===== src/rtl/bbrtc.sv =====
module bbrtc #(
  parameter int PRESCALE = 128,
  parameter int SUB_W    = 8,
  parameter int DW       = 16,
  parameter int AW       = 3,
  parameter int BUSY_CYC = 3
) (
  input  logic          clk,
  input  logic          por_n,
  input  logic          rst_n,
  input  logic          osc_tick,
  input  logic [AW-1:0] addr,
  input  logic          we,
  input  logic [DW-1:0] wdata,
  output logic [DW-1:0] rdata,
  output logic          rdy,
  output logic          busy,
  output logic          irq
);
  localparam int PW    = $clog2(PRESCALE);
  localparam int BW    = $clog2(BUSY_CYC + 1);
  localparam int SEC_W = 2 * DW;
  localparam logic [AW-1:0] A_CTRL = AW'(0);
  localparam logic [AW-1:0] A_SUB  = AW'(1);
  localparam logic [AW-1:0] A_SLO  = AW'(2);
  localparam logic [AW-1:0] A_SHI  = AW'(3);
  localparam logic [AW-1:0] A_RLD  = AW'(4);

  logic [PW-1:0]    presc;
  logic [SUB_W-1:0] sub, rld, acnt;
  logic [SEC_W-1:0] sec;
  logic             rtce, ase, aie, alsf;
  logic             tick_q, tick_d1, tick_d2;
  logic [BW-1:0]    bcnt;

  wire wen       = we && rst_n;
  wire tick_soon = rtce && osc_tick && (presc == PW'(PRESCALE - 1));
  wire cnt_run   = tick_q && rtce;
  wire alm_run   = cnt_run && ase;
  wire wr_ctrl   = wen && addr == A_CTRL;
  wire cnt_ok    = wen && !rtce && !busy;
  wire wr_sub    = cnt_ok && addr == A_SUB;
  wire wr_slo    = cnt_ok && addr == A_SLO;
  wire wr_shi    = cnt_ok && addr == A_SHI;
  wire wr_rld    = wen && addr == A_RLD && !busy && (!ase || !rtce);
  wire accepted  = wr_ctrl || wr_sub || wr_slo || wr_shi || wr_rld;
  wire expire    = alm_run && acnt == '0;

  assign busy = bcnt != '0;
  assign rdy  = !(tick_soon || tick_q || tick_d1 || tick_d2);
  assign irq  = alsf && aie;

  always_comb begin
    case (addr)
      A_CTRL:  rdata = DW'({alsf, aie, ase, rtce});
      A_SUB:   rdata = DW'(sub);
      A_SLO:   rdata = sec[DW-1:0];
      A_SHI:   rdata = sec[SEC_W-1:DW];
      A_RLD:   rdata = DW'(rld);
      default: rdata = '0;
    endcase
  end

  always_ff @(posedge clk or negedge por_n) begin
    if (!por_n) begin
      presc <= '0;
      sub   <= '1;
      sec   <= '1;
      rld   <= '1;
      acnt  <= '1;
      rtce  <= 1'b0;
      ase   <= 1'b0;
      aie   <= 1'b0;
      alsf  <= 1'b0;
    end else begin
      if (!rtce)         presc <= '0;
      else if (osc_tick) presc <= tick_soon ? '0 : presc + 1'b1;

      if (cnt_run) begin
        sub <= sub + 1'b1;
        if (&sub) sec <= sec + 1'b1;
      end else begin
        if (wr_sub) sub <= wdata[SUB_W-1:0];
        if (wr_slo) sec[DW-1:0] <= wdata;
        if (wr_shi) sec[SEC_W-1:DW] <= wdata;
      end

      if (alm_run)     acnt <= (acnt == '0) ? rld : acnt - 1'b1;
      else if (wr_rld) acnt <= wdata[SUB_W-1:0];
      if (wr_rld)      rld  <= wdata[SUB_W-1:0];

      if (wr_ctrl) begin
        rtce <= wdata[0];
        ase  <= wdata[1];
        aie  <= wdata[2];
      end
      if (expire)                    alsf <= 1'b1;
      else if (wr_ctrl && wdata[3])  alsf <= 1'b0;
    end
  end

  wire sys_clr_n = rst_n && por_n;

  always_ff @(posedge clk or negedge sys_clr_n) begin
    if (!sys_clr_n) begin
      tick_q  <= 1'b0;
      tick_d1 <= 1'b0;
      tick_d2 <= 1'b0;
      bcnt    <= '0;
    end else begin
      tick_q  <= tick_soon;
      tick_d1 <= tick_q;
      tick_d2 <= tick_d1;
      if (accepted)   bcnt <= BW'(BUSY_CYC);
      else if (busy)  bcnt <= bcnt - 1'b1;
    end
  end

  p_carry_r2: assert property (@(posedge clk) disable iff (!por_n || !rst_n)
    cnt_run && (&sub) |=> sec == $past(sec) + SEC_W'(1));
  p_locked_sub_r4: assert property (@(posedge clk) disable iff (!por_n || !rst_n)
    we && addr == A_SUB && (rtce || busy) && !cnt_run |=> $stable(sub));
  p_flag_on_reload_r6: assert property (@(posedge clk) disable iff (!por_n || !rst_n)
    alm_run && acnt == '0 |=> alsf);
  p_sysrst_keeps_r7: assert property (@(posedge clk) disable iff (!por_n)
    !rst_n |=> $stable(sec) && $stable(sub) && $stable(rld));
  p_rdy_after_tick_r8: assert property (@(posedge clk) disable iff (!por_n || !rst_n)
    tick_q |=> !rdy);
  p_busy_holds_r9: assert property (@(posedge clk) disable iff (!por_n || !rst_n)
    $rose(busy) |=> busy);
endmodule


===== config.mk =====
export PLATFORM = sky130hd
export DESIGN_NAME = bbrtc
export DESIGN_NICKNAME = d
export VERILOG_FILES = /design/src/rtl/bbrtc.sv
export SDC_FILE = /design/constraint.sdc
export NUM_CORES = 1
export LEC_CHECK = 0
export CAP_MARGIN = 20
export CORE_MARGIN = 1.5
export CORE_UTILIZATION = 35
export DETAILED_ROUTE_END_ITERATION = 10
export GPL_ROUTABILITY_DRIVEN = 1
export PLACE_DENSITY = 0.6
export SLEW_MARGIN = 30
export SYNTH_ARGS = -nofsm -noshare
export SYNTH_HDL_FRONTEND = slang
export SYNTH_SLANG_ARGS = --single-unit
export TNS_END_PERCENT = 100

===== constraint.sdc =====
create_clock -name clk -period 4.95 [get_ports clk]
set_input_delay 0.7425 -clock clk [delete_from_list [all_inputs] [get_ports clk]]
set_output_delay 0.7425 -clock clk [all_outputs]
set_load 0.005 [all_outputs]

==> flow_metrics.env, run 1 <==
export IMPL_outcome="complete, no violations"
export IMPL_clock_sinks=72
export IMPL_p_seq_share_pct=48.6
export IMPL_cap_violations=0
export IMPL_cts_root_buf="clkbuf_16"
export IMPL_grt_max_degree=43
export IMPL_avgSynthCellArea_um2=8.65
export IMPL_worstPathRequired_ns=4.21
export IMPL_drc=0
export IMPL_cts_tree="done"
export IMPL_power_share_clock_pct=26.5
export IMPL_pin_count=43
export IMPL_yosysSeqAreaShare_pct=39.9
export IMPL_cp_start_kind="input port"
export IMPL_overflow=0
export IMPL_seq_area_um2=1870
export IMPL_coreArea_um2=13200
export IMPL_synth_edf_count=0
export IMPL_worst_slew_pin_transition_ns=0.912
export IMPL_die_w_um=119
export IMPL_routedWlPerCell_um=18.4
export IMPL_wl_mm=13.8
export IMPL_yosysWarnings=0
export IMPL_crit_family="buffers and inverters"
export IMPL_cts_hold_buf=0
export IMPL_cpMaxStageDelayCell="clkdlybuf4s50_1"
export IMPL_cts_buffers=9
export IMPL_diodes=0
export IMPL_nFillCells=1314
export IMPL_synth_area_leaders="dfstp_2 31%, dfrtp_1 8.5%, nand2_1 6.0%, mux2i_1 5.1%, nor2_1 4.0%"
export IMPL_syn_area_um2=4690
export IMPL_grt_first_pass_wirelength_mm=22.4
export IMPL_crit_chain="clkdlybuf4s50_1 > nand2b_1 > nor2_1 > clkdlybuf4s50_1"
export IMPL_setup_viol=0
export IMPL_drt_iter0_drc=342
export IMPL_p_comb_share_pct=24.9
export IMPL_cpPeakStageDelay_ns=1.07
export IMPL_dpl_worst_slack_ns=1.16
export IMPL_fmax_ghz=0.258
export IMPL_clk_latency_ns=0.34
export IMPL_fin_crit_sh_pct=78.2
export IMPL_relSlewSlack_pct=39.0
export IMPL_dieArea_um2=14100
export IMPL_final_setup_worst_slack_ns=1.08
export IMPL_drv_slew=0
export IMPL_via_count=4365
export IMPL_port_buffer_count=42
export IMPL_vdd_drop_max_mv=0.178
export IMPL_post_cts_buffers=0
export IMPL_post_dp_hpwl_mm=9.72
export IMPL_crit_arrival_ns=3.13
export IMPL_grt_use_total_pct=20.2
export IMPL_end_kind="output port"
export IMPL_finalSetupTns_ns=0
export IMPL_grt_pass1_vias=4185
export IMPL_cpMostUsedCell="clkdlybuf4s50_1"
export IMPL_synth_cell_types=70
export IMPL_worst_path_buf_inv=2
export IMPL_viasPerCell=5.84
export IMPL_power_density_nw_per_um2=476
export IMPL_antenna_found_initial=0
export IMPL_first_pass_iters=5
export IMPL_ys_flop_type="dfstp_2"
export IMPL_hold_slack_ns=0.385
export IMPL_final_hold_violation_count=0
export IMPL_rsz0062_at_grt="no"
export IMPL_synth_top_area_share_pct=31.3
export IMPL_p_switching_w=0.000914
export IMPL_syn2layout_area_growth_pct=17.5
export IMPL_post_route_cells_drive_above_1_share_pct=17.7
export IMPL_clock_skew_final_ns=0.00622
export IMPL_switching_share_pct=34.8
export IMPL_clk_pin_slew_ns=0.06
export IMPL_yosysTopAreaCell="dfstp_2"
export IMPL_ctsLongestPathBuffers=2
export IMPL_row_count=42
export IMPL_min_delay_path_class="reg2reg"
export IMPL_synth_nets=573
export IMPL_multi_input_area_um2=2630
export IMPL_start_util_pct=35.6
export IMPL_dieHeight_um=119
export IMPL_power_leakage_nw=2.13
export IMPL_antenna_left=0
export IMPL_crit_type="in2out"
export IMPL_synthArstFlopShare_pct=100
export IMPL_gp_congestion=0.897
export IMPL_syn_inst=543
export IMPL_cp_max_fo=20
export IMPL_h_tree_depth=3
export IMPL_p_int_w=0.00171
export IMPL_layout_min_cycle_time_ns=3.87
export IMPL_synth_seq_cells=72
export IMPL_final_cell_mix="74 x nand2_1, 56 x dfstp_2, 50 x nor2_1"
export IMPL_cts_resized=0
export IMPL_layout_commonest_cell="nand2_1"
export IMPL_nNetsFinal=596
## cell families (layout without fill, tap and decap cells)
kind of cell	Yosys count	count (layout)	share of synthesized area (%)
AND/OR/NAND/NOR	234	234	25.2
AO/OA/AOI/OAI	153	153	21.6
flip-flops	72	72	39.9
buffers and inverters	43	71	4.21
multiplexers	30	30	6.56
adder cells (fa/ha/maj)	6	6	1.60
XOR/XNOR	5	5	0.933
## final timing paths
path	from	end	slack, ns	cells past startpoint
hold reg to reg	tick_d1	tick_d2	0.39	0
hold / removal	tick_d1	tick_d2	0.39	0
min in group asynchronous	rst_n	tick_d2	0.86	2
max in group asynchronous	por_n	bcnt[1]	3.23	3
setup reg to reg	rtce	sec[29]	2.45	5
setup / recovery	addr[1]	rdata[12]	1.08	4
## through the flow
| step | util (%) | cells | total power (W) | cell area [um^2] |
|---|---|---|---|---|
| after floorplan | - | 543 | 0.00162 | 4690 |
| after global placement | 39.4 | 731 | 0.00190 | 5200 |
| after detailed placement | 39.4 | 731 | 0.00193 | 5200 |
| after CTS | 41.8 | 747 | 0.00264 | 5510 |
| after global routing | 41.8 | 747 | 0.00278 | 5520 |
| final | 41.8 | 747 | 0.00263 | 5520 |
## cell usage after synthesis, drive strengths merged, types with 3 or more instances
| master | number |
|---|---|
| a211oi | 7 |
| a21boi | 3 |
| a21o | 3 |
| a21oi | 35 |
| a22oi | 7 |
| a2bb2oi | 4 |
| a31oi | 15 |
| and2 | 9 |
| and3 | 10 |
| and4 | 5 |
| buf | 18 |
| clkbuf | 17 |
| dfrtp | 16 |
| dfstp | 56 |
| ha | 6 |
| inv | 8 |
| mux2 | 6 |
| mux2i | 24 |
| nand2 | 75 |
| nand2b | 6 |
| nand3 | 21 |
| nand4 | 13 |
| nor2 | 52 |
| nor2b | 4 |
| nor3 | 12 |
| nor4 | 12 |
| o211ai | 3 |
| o21a | 3 |
| o21ai | 27 |
| o22a | 12 |
| o22ai | 12 |
| or2 | 4 |
| or3 | 3 |
| xnor2 | 3 |
## registers in the layout, summed over array words and instances, names as in the netlist
name	count
sub	8
alsf	1
sec	32
ase	1
aie	1
rtce	1
tick_d2	1
acnt	8
tick_d1	1
rld	8
tick_q	1
presc	7
bcnt	2
## power by group through the flow
stage               logic (W)  clock network (W)  registers [W]
finish               0.000655           0.000695        0.00128
global route         0.000732           0.000736        0.00131
CTS                  0.000657           0.000710        0.00127
detailed placement   0.000651                  0        0.00128
global placement     0.000632                  0        0.00127
floorplan            0.000470                  0        0.00115
## routing by layer
metal	global-route usage, %	vias up	wire (um)	share of wire [%]
met5	0	-	0	0
met4	6.40	0	331	2.4
met3	4.36	22	753	5.5
met2	31.5	163	6250	45
met1	28.0	2116	6440	47
li1	-	2064	-	-
## area by class of cell
class / instances / share of cell area, %
clock buffer: 9 / 4.08
clock inverter: 7 / 1.59
inverter: 8 / 0.544
multi-input combinational: 428 / 47.7
sequential: 72 / 33.9
tap: 176 / 3.99
timing repair buffer: 47 / 8.21
(Power assumes the default switching activity.)
==> run 2: changes to the inputs <==
==> constraint.sdc (replaced) <==
create_clock -name clk -period 3.9 [get_ports clk]
set_input_delay 0.585 -clock clk [delete_from_list [all_inputs] [get_ports clk]]
set_output_delay 0.585 -clock clk [all_outputs]
set_load 0.005 [all_outputs]
==> run 2 against run 1 <==
Worst hold slack lost 0.13 ns. Setup slack lost 0.44 ns. Non-clock buffer count increased by 4. Sequential share of layout area hardly changed. Via count increased by 0.27%. Clock skew shrank 0.0016 ns. Sequential power up 27%. Wire length is 1.0% higher. Critical path type unchanged. Largest cell class unchanged.
==> flow_metrics.env, run 2 (synthesized netlist as in run 1, its figures left out) <==
export IMPL_routedWlPerCell_um=18.5
export IMPL_grt_use_total_pct=20.5
export IMPL_layout_min_cycle_time_ns=3.26
export IMPL_cts_buffers=9
export IMPL_dieArea_um2=14100
export IMPL_coreArea_um2=13200
export IMPL_cts_root_buf="clkbuf_16"
export IMPL_cpPeakStageDelay_ns=0.66
export IMPL_worst_slew_pin_transition_ns=0.884
export IMPL_crit_type="in2out"
export IMPL_via_count=4377
export IMPL_finalSetupTns_ns=0
export IMPL_cts_hold_buf=0
export IMPL_viasPerCell=5.83
export IMPL_fin_crit_sh_pct=83.5
export IMPL_crit_arrival_ns=2.67
export IMPL_diodes=0
export IMPL_final_area_um2=5520
export IMPL_post_route_cells_drive_above_1_share_pct=17.9
export IMPL_pin_count=43
export IMPL_clk_latency_ns=0.35
export IMPL_hold_slack_ns=0.255
export IMPL_finalPower_w=0.00327
export IMPL_clock_sinks=72
export IMPL_vdd_drop_max_mv=0.251
export IMPL_power_density_nw_per_um2=592
export IMPL_dieHeight_um=119
export IMPL_grt_pass1_vias=4167
export IMPL_crit_chain="clkdlybuf4s50_1 > nor2b_1 > nor2b_1 > nand2_1 > o21ai_0 > clkdlybuf4s50_1"
export IMPL_port_buffer_count=42
export IMPL_cts_tree="done"
export IMPL_cp_max_fo=11
export IMPL_placed_cell_area_um2=5230
export IMPL_largest_reg_flops=32
export IMPL_start_util_pct=35.6
export IMPL_h_tree_depth=3
export IMPL_worstPathRequired_ns=3.31
export IMPL_cts_resized=0
export IMPL_post_dp_hpwl_mm=9.88
export IMPL_fmax_ghz=0.307
export IMPL_drc=0
export IMPL_syn2layout_area_growth_pct=17.7
export IMPL_regMostFlops="sec"
export IMPL_nNetsFinal=600
export IMPL_final_hold_violation_count=0
export IMPL_cap_violations=0
export IMPL_wl_mm=13.9
export IMPL_ctsLongestPathBuffers=2
export IMPL_drv_slew=0
export IMPL_first_pass_iters=5
export IMPL_fin_util_pct=41.9
export IMPL_die_w_um=119
export IMPL_antenna_left=0
export IMPL_min_delay_path_class="in2async"
export IMPL_worst_path_buf_inv=2
export IMPL_cpMaxStageDelayCell="clkdlybuf4s50_1"
export IMPL_overflow=0
export IMPL_relSlewSlack_pct=41.0
export IMPL_layout_commonest_cell="nand2_1"
export IMPL_rsz0062_at_grt="no"
export IMPL_end_kind="output port"
export IMPL_setup_viol=0
export IMPL_power_leakage_nw=2.14
export IMPL_gp_congestion=0.884
export IMPL_final_cell_mix="75 x nand2_1, 56 x dfstp_2, 50 x nor2_1"
export IMPL_cp_start_kind="input port"
export IMPL_antenna_found_initial=0
export IMPL_grt_max_degree=47
export IMPL_drt_iter0_drc=399
export IMPL_reg2reg_slack_ns=1.42
export IMPL_outcome="complete, no violations"
export IMPL_crit_family="buffers and inverters"
export IMPL_row_count=42
export IMPL_clock_skew_final_ns=0.00464
export IMPL_grt_first_pass_wirelength_mm=22.6
export IMPL_clk_pin_slew_ns=0.06
export IMPL_post_cts_buffers=0
==> run 2: changes by cell type in the layout (fill, tap and decap cells not counted), moves of 2 or more <==
cell and delta:
inv_6 -2, buf_4 +5, clkinv_2 +3, inv_8 -2
==> run 2: area by class of cell <==
type / instances / area [um^2]
multi-input cells: 428 / 2630
flip-flops and latches: 72 / 1870
clock buffers: 10 / 229
fillers: 1306 / 7670
inverters: 8 / 30.0
well taps: 176 / 220
repair buffers: 51 / 485
clock inverters: 6 / 61.3
==> run 2: power by group <==
part           switching [W]  internal [W]
Sequential          0.000389       0.00123
Combinational       0.000393      0.000436
Clock               0.000333      0.000493
==> run 2: worst paths after layout <==
check                        start        to  cells past startpoint
max in group asynchronous    por_n   sec[16]                      2
hold / removal               por_n      alsf                      1
min in group clk           tick_d1   tick_d2                      0
hold reg to reg            tick_d1   tick_d2                      0
setup reg to reg            sec[2]   sec[27]                      6
setup / recovery           addr[1]  rdata[5]                      6
==> run 2: metrics by stage <==
stage / setup WS, ns / std cells
3_3_place_gp: 0.785 / 735
3_5_place_dp: 0.644 / 735
6_report: 0.645 / 751
5_1_grt: 0.453 / 751
4_1_cts: 0.634 / 751
2_1_floorplan: 1.71 / 543
==> run 2: routing by layer <==
| metal | global-route usage [%] | vias up | share of wire (%) |
|---|---|---|---|
| met5 | 0 | - | 0 |
| met4 | 7.91 | 0 | 2.2 |
| li1 | - | 2071 | - |
| met3 | 4.02 | 19 | 6.2 |
| met1 | 28.3 | 2114 | 46 |
| met2 | 31.8 | 173 | 46 |
==> run 3: changes to the inputs <==
--- a/config.mk
+++ b/config.mk
@@ -10,7 +10,7 @@
 export CORE_UTILIZATION = 35
 export DETAILED_ROUTE_END_ITERATION = 10
 export GPL_ROUTABILITY_DRIVEN = 1
-export PLACE_DENSITY = 0.6
+export PLACE_DENSITY = 0.62
 export SLEW_MARGIN = 30
 export SYNTH_ARGS = -nofsm -noshare
 export SYNTH_HDL_FRONTEND = slang
==> constraint.sdc (replaced) <==
create_clock -name clk -period 2.7 [get_ports clk]
set_input_delay 0.405 -clock clk [delete_from_list [all_inputs] [get_ports clk]]
set_output_delay 0.405 -clock clk [all_outputs]
set_load 0.005 [all_outputs]
==> run 3 against run 2 <==
Wire length is 0.40% higher. Worst hold slack improved by 0.14 ns. Critical path type unchanged. Critical path depth is 1 lower. Cell count grew 2.4%. Largest cell class unchanged. Clock power grew 68%. Die area did not move.
==> flow_metrics.env, run 3 (synthesized netlist as in run 1, its figures left out) <==
export IMPL_antenna_left=0
export IMPL_coreArea_um2=13200
export IMPL_min_delay_path_class="reg2reg"
export IMPL_nFillCells=1281
export IMPL_fin_util_pct=43.5
export IMPL_clock_sinks=72
export IMPL_relSlewSlack_pct=58.6
export IMPL_dieArea_um2=14100
export IMPL_start_util_pct=35.6
export IMPL_end_kind="output port"
export IMPL_viasPerCell=5.86
export IMPL_port_buffer_count=42
export IMPL_power_leakage_nw=2.27
export IMPL_diodes=0
export IMPL_post_route_cells_drive_above_1_share_pct=20.7
export IMPL_h_tree_depth=3
export IMPL_cts_root_buf="clkbuf_16"
export IMPL_drv_slew=0
export IMPL_outcome="complete, no violations"
export IMPL_largest_reg_flops=32
export IMPL_pin_count=43
export IMPL_multi_input_area_um2=2630
export IMPL_power_density_nw_per_um2=864
export IMPL_regMostFlops="sec"
export IMPL_routedWlPerCell_um=18.2
export IMPL_cts_buffers=9
export IMPL_ctsLongestPathBuffers=2
export IMPL_die_w_um=119
export IMPL_cap_violations=0
export IMPL_nNetsFinal=618
export IMPL_fin_crit_sh_pct=96.4
export IMPL_grt_first_pass_wirelength_mm=22.8
export IMPL_crit_type="in2out"
export IMPL_post_dp_hpwl_mm=10.2
export IMPL_finalSetupTns_ns=0
export IMPL_final_hold_violation_count=0
export IMPL_grt_use_total_pct=20.5
export IMPL_first_pass_iters=5
export IMPL_vdd_drop_max_mv=0.346
export IMPL_setup_viol=0
export IMPL_cp_start_kind="input port"
export IMPL_syn2layout_area_growth_pct=22.1
export IMPL_drt_iter0_drc=402
export IMPL_crit_arrival_ns=2.20
export IMPL_clock_skew_final_ns=0.00728
export IMPL_overflow=0
export IMPL_clk_latency_ns=0.34
export IMPL_cts_tree="done"
export IMPL_drc=0
export IMPL_seq_area_um2=1870
export IMPL_gp_congestion=0.954
export IMPL_grt_max_degree=35
export IMPL_rsz0062_at_grt="no"
export IMPL_row_count=42
export IMPL_post_cts_buffers=0
export IMPL_worst_slew_pin_transition_ns=0.615
export IMPL_layout_commonest_cell="nand2_1"
export IMPL_fmax_ghz=0.384
export IMPL_layout_min_cycle_time_ns=2.60
export IMPL_worstPathRequired_ns=2.30
export IMPL_dieHeight_um=119
export IMPL_clk_pin_slew_ns=0.06
export IMPL_grt_pass1_vias=4256
export IMPL_wl_mm=14.0
export IMPL_final_cell_mix="75 x nand2_1, 56 x dfstp_2, 50 x nor2_1"
export IMPL_via_count=4506
export IMPL_antenna_found_initial=0
export IMPL_cp_max_fo=8
==> run 3: repair_timing <==
item	in CTS	in global routing
setup endpoints to repair	0	5
endpoints found under the hold margin	7	0
hold buffers	1	0
resized for setup	0	3
==> run 3: metrics by stage <==
step / worst slack, ns / instance area, um^2 / power [W] / instances / hold slack, ns
after CTS: 0.100 / 5730 / 0.00497 / 769 / 0.397
after global routing: 0.00967 / 5730 / 0.00526 / 769 / 0.410
after global placement: 0.117 / 5370 / 0.00351 / 752 / 0.276
after detailed placement: 0.0954 / 5370 / 0.00356 / 752 / 0.284
after floorplan: 0.802 / 4690 / 0.00298 / 543 / 0.109
final: 0.0980 / 5730 / 0.00496 / 769 / 0.395
==> run 3: area by class of cell <==
cell class / instances / area share (%)
clock buffer: 9 / 3.93
tap: 176 / 3.84
multi-input combinational: 428 / 45.9
clock inverter: 7 / 2.09
inverter: 8 / 0.524
timing repair buffer: 69 / 11.1
sequential: 72 / 32.6
==> run 3: layer usage <==
metal / track usage (%) / vias to the layer above / share of wire, %
li1: - / 2105 / -
met5: 0 / - / 0
met1: 28.2 / 2201 / 45
met4: 8.28 / 0 / 2.6
met3: 4.17 / 28 / 6.4
met2: 31.7 / 172 / 46
==> run 3: power by group <==
group	switching (W)	internal, W
clock	0.000485	0.000904
sequential	0.000555	0.00177
combinational	0.000591	0.000651
total	0.00163	0.00333
==> run 3: path summary, 6_finish.rpt <==
check	start	endpoint	slack, ns	cells past startpoint
max in group asynchronous	por_n	sec[23]	1.49	3
setup reg to reg	sub[0]	sec[18]	0.48	7
hold / removal	tick_d1	tick_d2	0.39	0
setup / recovery	addr[0]	rdata[7]	0.1	5
hold reg to reg	tick_d1	tick_d2	0.39	0
min in group asynchronous	por_n	presc[5]	0.45	2
==> run 3: worst max-delay path, cell delays in order <==
cell and delay (ns):
clkdlybuf4s50_1 0.63, mux2_2 0.41, a22oi_1 0.20, o21ai_0 0.10, clkdlybuf4s50_1 0.45
